==> src/rtl/alu8_pkg.sv <==
package alu8_pkg;

    typedef enum logic [3:0] {
        OP_ADC  = 4'd0,
        OP_SBC  = 4'd1,
        OP_AND  = 4'd2,
        OP_OR   = 4'd3,
        OP_XOR  = 4'd4,
        OP_ASL  = 4'd5,
        OP_LSR  = 4'd6,
        OP_ROL  = 4'd7,
        OP_ROR  = 4'd8,
        OP_BIT  = 4'd9,
        OP_CMP  = 4'd10,
        OP_INC  = 4'd11,
        OP_DEC  = 4'd12,
        OP_LOAD = 4'd13,
        OP_SETF = 4'd14,
        OP_CLRF = 4'd15
    } alu_op_e;

    localparam int ST_W  = 8;
    localparam int FLG_C = 0;
    localparam int FLG_Z = 1;
    localparam int FLG_I = 2;
    localparam int FLG_D = 3;
    localparam int FLG_B = 4;
    localparam int FLG_V = 6;
    localparam int FLG_N = 7;

endpackage

==> src/rtl/alu8_arith.sv <==
module alu8_arith
    import alu8_pkg::*;
#(
    parameter int DW = 8
) (
    input  alu_op_e         op,
    input  logic [DW-1:0]   a,
    input  logic [DW-1:0]   m,
    input  logic            cin,
    output logic [DW-1:0]   res,
    output logic            cout,
    output logic            vout
);
    localparam int MSB = DW - 1;
    localparam logic [DW:0] ONE_X = (DW+1)'(1);

    logic [DW:0] sum_w;
    logic [DW:0] a_x;
    logic [DW:0] c_x;

    assign a_x = {1'b0, a};
    assign c_x = {{DW{1'b0}}, cin};

    always_comb begin
        sum_w = '0;
        vout  = 1'b0;
        case (op)
            OP_ADC: begin
                sum_w = a_x + {1'b0, m} + c_x;
                vout  = ~(a[MSB] ^ m[MSB]) & (a[MSB] ^ sum_w[MSB]);
            end
            OP_SBC: begin
                sum_w = a_x + {1'b0, ~m} + c_x;
                vout  = (a[MSB] ^ m[MSB]) & (a[MSB] ^ sum_w[MSB]);
            end
            OP_CMP: sum_w = a_x + {1'b0, ~m} + ONE_X;
            OP_INC: sum_w = a_x + ONE_X;
            OP_DEC: sum_w = a_x + {1'b0, {DW{1'b1}}};
            default: sum_w = a_x;
        endcase
    end

    assign res  = sum_w[DW-1:0];
    assign cout = sum_w[DW];

endmodule

==> src/rtl/alu8_shlog.sv <==
module alu8_shlog
    import alu8_pkg::*;
#(
    parameter int DW = 8
) (
    input  alu_op_e         op,
    input  logic [DW-1:0]   a,
    input  logic [DW-1:0]   m,
    input  logic            cin,
    output logic [DW-1:0]   res,
    output logic            cout
);
    localparam int MSB = DW - 1;

    always_comb begin
        res  = a;
        cout = cin;
        case (op)
            OP_AND:  res = a & m;
            OP_BIT:  res = a & m;
            OP_OR:   res = a | m;
            OP_XOR:  res = a ^ m;
            OP_LOAD: res = m;
            OP_ASL: begin
                res  = {a[MSB-1:0], 1'b0};
                cout = a[MSB];
            end
            OP_LSR: begin
                res  = {1'b0, a[MSB:1]};
                cout = a[0];
            end
            OP_ROL: begin
                res  = {a[MSB-1:0], cin};
                cout = a[MSB];
            end
            OP_ROR: begin
                res  = {cin, a[MSB:1]};
                cout = a[0];
            end
            default: ;
        endcase
    end

endmodule

==> src/rtl/alu8_core.sv <==
module alu8_core
    import alu8_pkg::*;
#(
    parameter int DW = 8
) (
    input  logic            clk,
    input  logic            rst_n,
    input  logic            in_valid,
    input  logic [3:0]      op_sel,
    input  logic [DW-1:0]   opnd_a,
    input  logic [DW-1:0]   opnd_m,
    input  logic [ST_W-1:0] flags_in,
    output logic            out_valid,
    output logic [DW-1:0]   result,
    output logic [ST_W-1:0] flags_out
);
    localparam int MSB = DW - 1;

    typedef struct packed {
        logic            vld;
        logic [DW-1:0]   res;
        logic [ST_W-1:0] st;
    } alu_state_t;

    alu_state_t state_d, state_q;
    alu_op_e    op_w;
    logic [DW-1:0] ar_res_w, sl_res_w;
    logic          ar_c_w, ar_v_w, sl_c_w;

    assign op_w = alu_op_e'(op_sel);

    alu8_arith #(.DW(DW)) u_arith (
        .op  (op_w),
        .a   (opnd_a),
        .m   (opnd_m),
        .cin (flags_in[FLG_C]),
        .res (ar_res_w),
        .cout(ar_c_w),
        .vout(ar_v_w)
    );

    alu8_shlog #(.DW(DW)) u_shlog (
        .op  (op_w),
        .a   (opnd_a),
        .m   (opnd_m),
        .cin (flags_in[FLG_C]),
        .res (sl_res_w),
        .cout(sl_c_w)
    );

    function automatic logic [ST_W-1:0] put_zn(input logic [ST_W-1:0] s,
                                                input logic [DW-1:0] v);
        logic [ST_W-1:0] t;
        t        = s;
        t[FLG_Z] = (v == '0);
        t[FLG_N] = v[MSB];
        return t;
    endfunction

    always_comb begin
        state_d     = state_q;
        state_d.vld = in_valid;
        if (in_valid) begin
            state_d.res = opnd_a;
            state_d.st  = flags_in;
            case (op_w)
                OP_ADC, OP_SBC: begin
                    state_d.res       = ar_res_w;
                    state_d.st        = put_zn(flags_in, ar_res_w);
                    state_d.st[FLG_C] = ar_c_w;
                    state_d.st[FLG_V] = ar_v_w;
                end
                OP_CMP: begin
                    state_d.st        = put_zn(flags_in, ar_res_w);
                    state_d.st[FLG_C] = ar_c_w;
                end
                OP_INC, OP_DEC: begin
                    state_d.res = ar_res_w;
                    state_d.st  = put_zn(flags_in, ar_res_w);
                end
                OP_AND, OP_OR, OP_XOR, OP_LOAD: begin
                    state_d.res = sl_res_w;
                    state_d.st  = put_zn(flags_in, sl_res_w);
                end
                OP_ASL, OP_LSR, OP_ROL, OP_ROR: begin
                    state_d.res       = sl_res_w;
                    state_d.st        = put_zn(flags_in, sl_res_w);
                    state_d.st[FLG_C] = sl_c_w;
                    if (op_w == OP_LSR) state_d.st[FLG_N] = 1'b0;
                end
                OP_BIT: begin
                    state_d.st[FLG_Z] = (sl_res_w == '0);
                    state_d.st[FLG_N] = opnd_m[MSB];
                    state_d.st[FLG_V] = opnd_m[MSB-1];
                end
                OP_SETF: state_d.st = flags_in | ST_W'(opnd_m);
                OP_CLRF: state_d.st = flags_in & ~ST_W'(opnd_m);
                default: ;
            endcase
        end
    end

    always_ff @(posedge clk) begin
        if (!rst_n) state_q <= '0;
        else        state_q <= state_d;
    end

    assign out_valid = state_q.vld;
    assign result    = state_q.res;
    assign flags_out = state_q.st;

    // one-cycle latency of the valid marker
    a_r1_valid_lat: assert property (@(posedge clk) disable iff (!rst_n)
        in_valid |=> out_valid);

    // outputs hold while idle
    a_r11_idle_hold: assert property (@(posedge clk) disable iff (!rst_n)
        !in_valid |=> (!out_valid && $stable(result) && $stable(flags_out)));

    a_r9_passthru: assert property (@(posedge clk) disable iff (!rst_n)
        (in_valid && op_w != OP_SETF && op_w != OP_CLRF)
        |=> flags_out[5:2] == $past(flags_in[5:2]));

    a_r4_cmp_carry: assert property (@(posedge clk) disable iff (!rst_n)
        (in_valid && op_w == OP_CMP)
        |=> (flags_out[FLG_C] == ($past(opnd_a) >= $past(opnd_m))) && result == $past(opnd_a));

    a_r5_bit_copy: assert property (@(posedge clk) disable iff (!rst_n)
        (in_valid && op_w == OP_BIT)
        |=> (flags_out[7:6] == $past(opnd_m[MSB:MSB-1])) && result == $past(opnd_a));

    a_r6_lsr_neg: assert property (@(posedge clk) disable iff (!rst_n)
        (in_valid && op_w == OP_LSR) |=> !flags_out[FLG_N]);

    a_r8_cv_kept: assert property (@(posedge clk) disable iff (!rst_n)
        (in_valid && (op_w == OP_AND || op_w == OP_OR || op_w == OP_XOR ||
                      op_w == OP_LOAD || op_w == OP_INC || op_w == OP_DEC))
        |=> (flags_out[FLG_C] == $past(flags_in[FLG_C]) &&
             flags_out[FLG_V] == $past(flags_in[FLG_V])));

endmodule

==> config.mk <==
export PLATFORM = sky130hd
export DESIGN_NAME = alu8_core
export DESIGN_NICKNAME = d
export VERILOG_FILES = /design/src/rtl/alu8_pkg.sv /design/src/rtl/alu8_arith.sv /design/src/rtl/alu8_shlog.sv /design/src/rtl/alu8_core.sv
export SDC_FILE = /design/constraint.sdc
export NUM_CORES = 1
export LEC_CHECK = 0
export BUFFER_PORTS_ARGS = -buffer_cell sky130_fd_sc_hd__buf_2
export CORE_MARGIN = 2
export CORE_UTILIZATION = 55
export DETAILED_ROUTE_END_ITERATION = 10
export PLACE_DENSITY = 0.77
export SETUP_SLACK_MARGIN = 0.2
export SYNTH_ARGS = -nofsm -noshare
export SYNTH_HDL_FRONTEND = slang
export SYNTH_SLANG_ARGS = --single-unit
==> constraint.sdc <==
create_clock -name clk -period 5.31 [get_ports clk]
set_input_delay 0.531 -clock clk [delete_from_list [all_inputs] [get_ports clk]]
set_output_delay 0.531 -clock clk [all_outputs]
set_load 0.02 [all_outputs]
==> qor.yml <==
run_status: "completed"
start_kind: "input pin"
ys.flop_type: "dfxtp_1"
seq_area_frac_synth_pct: 9.72
multi_input_comb_area_sq_um: 2830
p_leak_uw: 0.00166
cts_tree: "done"
antenna_cells: 0
ys.warnings.count: 0
numPortBuffers: 47
root_buffer: "clkbuf_8"
final_cells: 562
max_cap_viol_count: 0
antenna_found_initial: 0
numCtsBuffers: 3
hpwl_microns: 8820
cts_num_sinks: 17
seq_area_sq_um: 340
vdd_drop_max_uv: 174
crit_chain: "buf_2 > nor3_1 > buf_4 > fa_1 > a21o_1 > a21oi_1 > xnor2_1 > o32ai_1 > a31oi_1 > o2111ai_1 > a211o_1 > o41ai_2"
avgViaCountPerCell: 6.79
finalCriticalPeriod_ns: 3.43
finalHoldViolations: 0
drive_gt1_share_pct: 17.5
drc: 0
synth-edff-count: 0
grt_pass1_wl_microns: 18000
die_area_sq_um: 7020
firstDrtPassIters: 8
fill_cells: 564
crit_required_ns: 5.47
nNetsFinal: 555
ant_nets: 0
grt_max_degree: 42
tns_ns: 0
yosys_register_bits: 17
clock_path_buffers: 2
fin_crit_sh_pct: 64.6
critPathMaxFanout: 41
cts_resized: 0
dieWidth_microns: 83.8
htreeDepth: 1
arrival_ns: 3.59
critPathBufInv: 2
track_usage_pct: 31.6
ys_types: 97
clkLatencyLatePin_ns: 0.25
gp_congestion: 1.00
synth_fp_nets: 529
synth_area_per_cell_sq_um: 7.61
worst_pin_slew_ns: 0.833
skew_ns: 0
io_pins: 48
fmax_mhz: 291
area_growth_pct: 4.97
placed_cells: 558
synthCells: 460
finalSetupViolCount: 0
cts_hold_buf: 0
slew_violations: 0
path_clk_slew_ns: 0.07
post_cts_buffers: 0
relSlewSlack_pct: 43.9
wl_per_cell_microns: 20.2
grt_pass1_vias: 3498
async_flop_share_pct: 0
cpMaxStageDelayCell: "buf_2"
endpoint_kind: "flip-flop"
cp_top_family: "compound AO/OA/AOI/OAI gates"
start_util_pct: 56.1
netlist_area_sq_um: 3500
core-area_sq_um: 6240
max_stage_delay_ns: 0.54
die_h_microns: 83.8
wl_microns: 11400
rows: 29
powerDensity_nw_per_um2: 163
rsz0062_at_grt: "false"
overflow: 0
min_path_type: "reg -> reg"
drtIter0Drc: 448
vias: 3815
critPathKind: "in -> reg"
-- worst reg2reg max path, delay by kind of cell, from the launching register on --
family,cells,cell delay [ns]
compound gates,4,1.02
flops,1,0.34
simple gates,1,0.13
-- metal layers --
| metal | up-vias | wire (microns) | track usage (%) |
|---|---|---|---|
| met2 | 234 | 5390 | 55.7 |
| met3 | 42 | 1150 | 5.24 |
| met5 | - | 0 | 0 |
| met1 | 1777 | 4410 | 39.7 |
| li1 | 1762 | - | - |
| met4 | 0 | 399 | 8.50 |
-- logic make-up (layout without fill, tap and decap cells) --
family,after synthesis,count (layout),synth area share (%)
AND/OR/NAND/NOR,156,156,23.6
XOR/XNOR,23,23,6.40
adder cells (fa/ha/maj),38,38,14.4
flip-flops,17,17,9.72
AO/OA/AOI/OAI,164,164,35.4
multiplexers,3,3,0.858
buffers and inverters,59,84,9.58
-- area by class of cell --
cell class              instances  share of cell area (%)
well taps                      77                    2.62
clock buffers                   3                    1.12
inverters                      31                    3.17
repair buffers                 49                    6.81
multi-input cells             384                    76.9
flip-flops and latches         17                    9.26
clock inverters                 1                   0.136
-- stage by stage --
stage	total power (uW)	setup WS [ns]	cell area [sq um]	hold WS [ns]	utilization, %
finish	600	1.88	3670	0.474	58.9
global route	635	1.65	3670	0.499	58.9
CTS	593	1.95	3670	0.476	58.9
detailed placement	497	1.70	3630	0.464	58.1
global placement	490	1.75	3630	0.459	58.1
floorplan	413	1.48	3500	0.549	-
-- final timing paths --
kind,start,end,slack (ns),cells after the start
max,op_sel[0],flags_out[1],1.88,12
min,flags_out[2],flags_out[2],0.47,1
max reg2reg,flags_out[1],flags_out[1],3.73,5
min reg2reg,flags_out[2],flags_out[2],0.47,1
-- placed cells by master (no fill, tap or decap), types with 5 or more instances in the layout --
| cell | instances |
|---|---|
| buf_2 | 47 |
| nand3b_1 | 5 |
| o211ai_1 | 8 |
| a221oi_1 | 7 |
| nor2_1 | 32 |
| nor3_1 | 10 |
| ha_1 | 34 |
| inv_1 | 29 |
| nand2_1 | 46 |
| nand3_1 | 12 |
| nand2b_1 | 8 |
| o2bb2ai_1 | 7 |
| dfxtp_1 | 17 |
| xor2_1 | 12 |
| and3_1 | 6 |
| a31oi_1 | 8 |
| o22ai_1 | 5 |
| xnor2_1 | 8 |
| a21oi_1 | 25 |
| o21ai_0 | 29 |
-- cell usage after synthesis (all sizes together) (4+ instances only) --
master	instances	area (sq um)
nor3	10	50.1
o21ai	32	160
nand3b	5	37.5
buf	14	104
nor2	32	120
o2bb2ai	7	61.3
clkbuf	13	82.6
or2	5	31.3
a31oi	9	71.3
a211oi	5	47.5
dfxtp	17	340
fa	4	80.1
o22ai	5	31.3
xnor2	11	119
xor2	12	105
nand2	47	179
nand2b	8	50.1
nor2b	5	41.3
inv	30	113
a21boi	4	30.0
a21oi	28	151
ha	34	425
a2bb2oi	4	41.3
and3	9	60.1
a221oi	7	61.3
nand3	12	60.1
o21a	4	30.0
o211ai	9	72.6
a22oi	4	30.0
o211a	4	40.0
a21o	4	31.3
-- report_power, final --
part | switching (uW) | internal [uW] | total (uW)
Sequential | 4.41 | 138 | 142
Combinational | 231 | 131 | 362
Clock | 43.8 | 52.0 | 95.8
Total | 279 | 321 | 600
-- registers in the layout, summed over array words and instances (netlist names) --
register / count
result: 8
flags_out: 8
out_valid: 1
(Power assumes the default switching activity.)
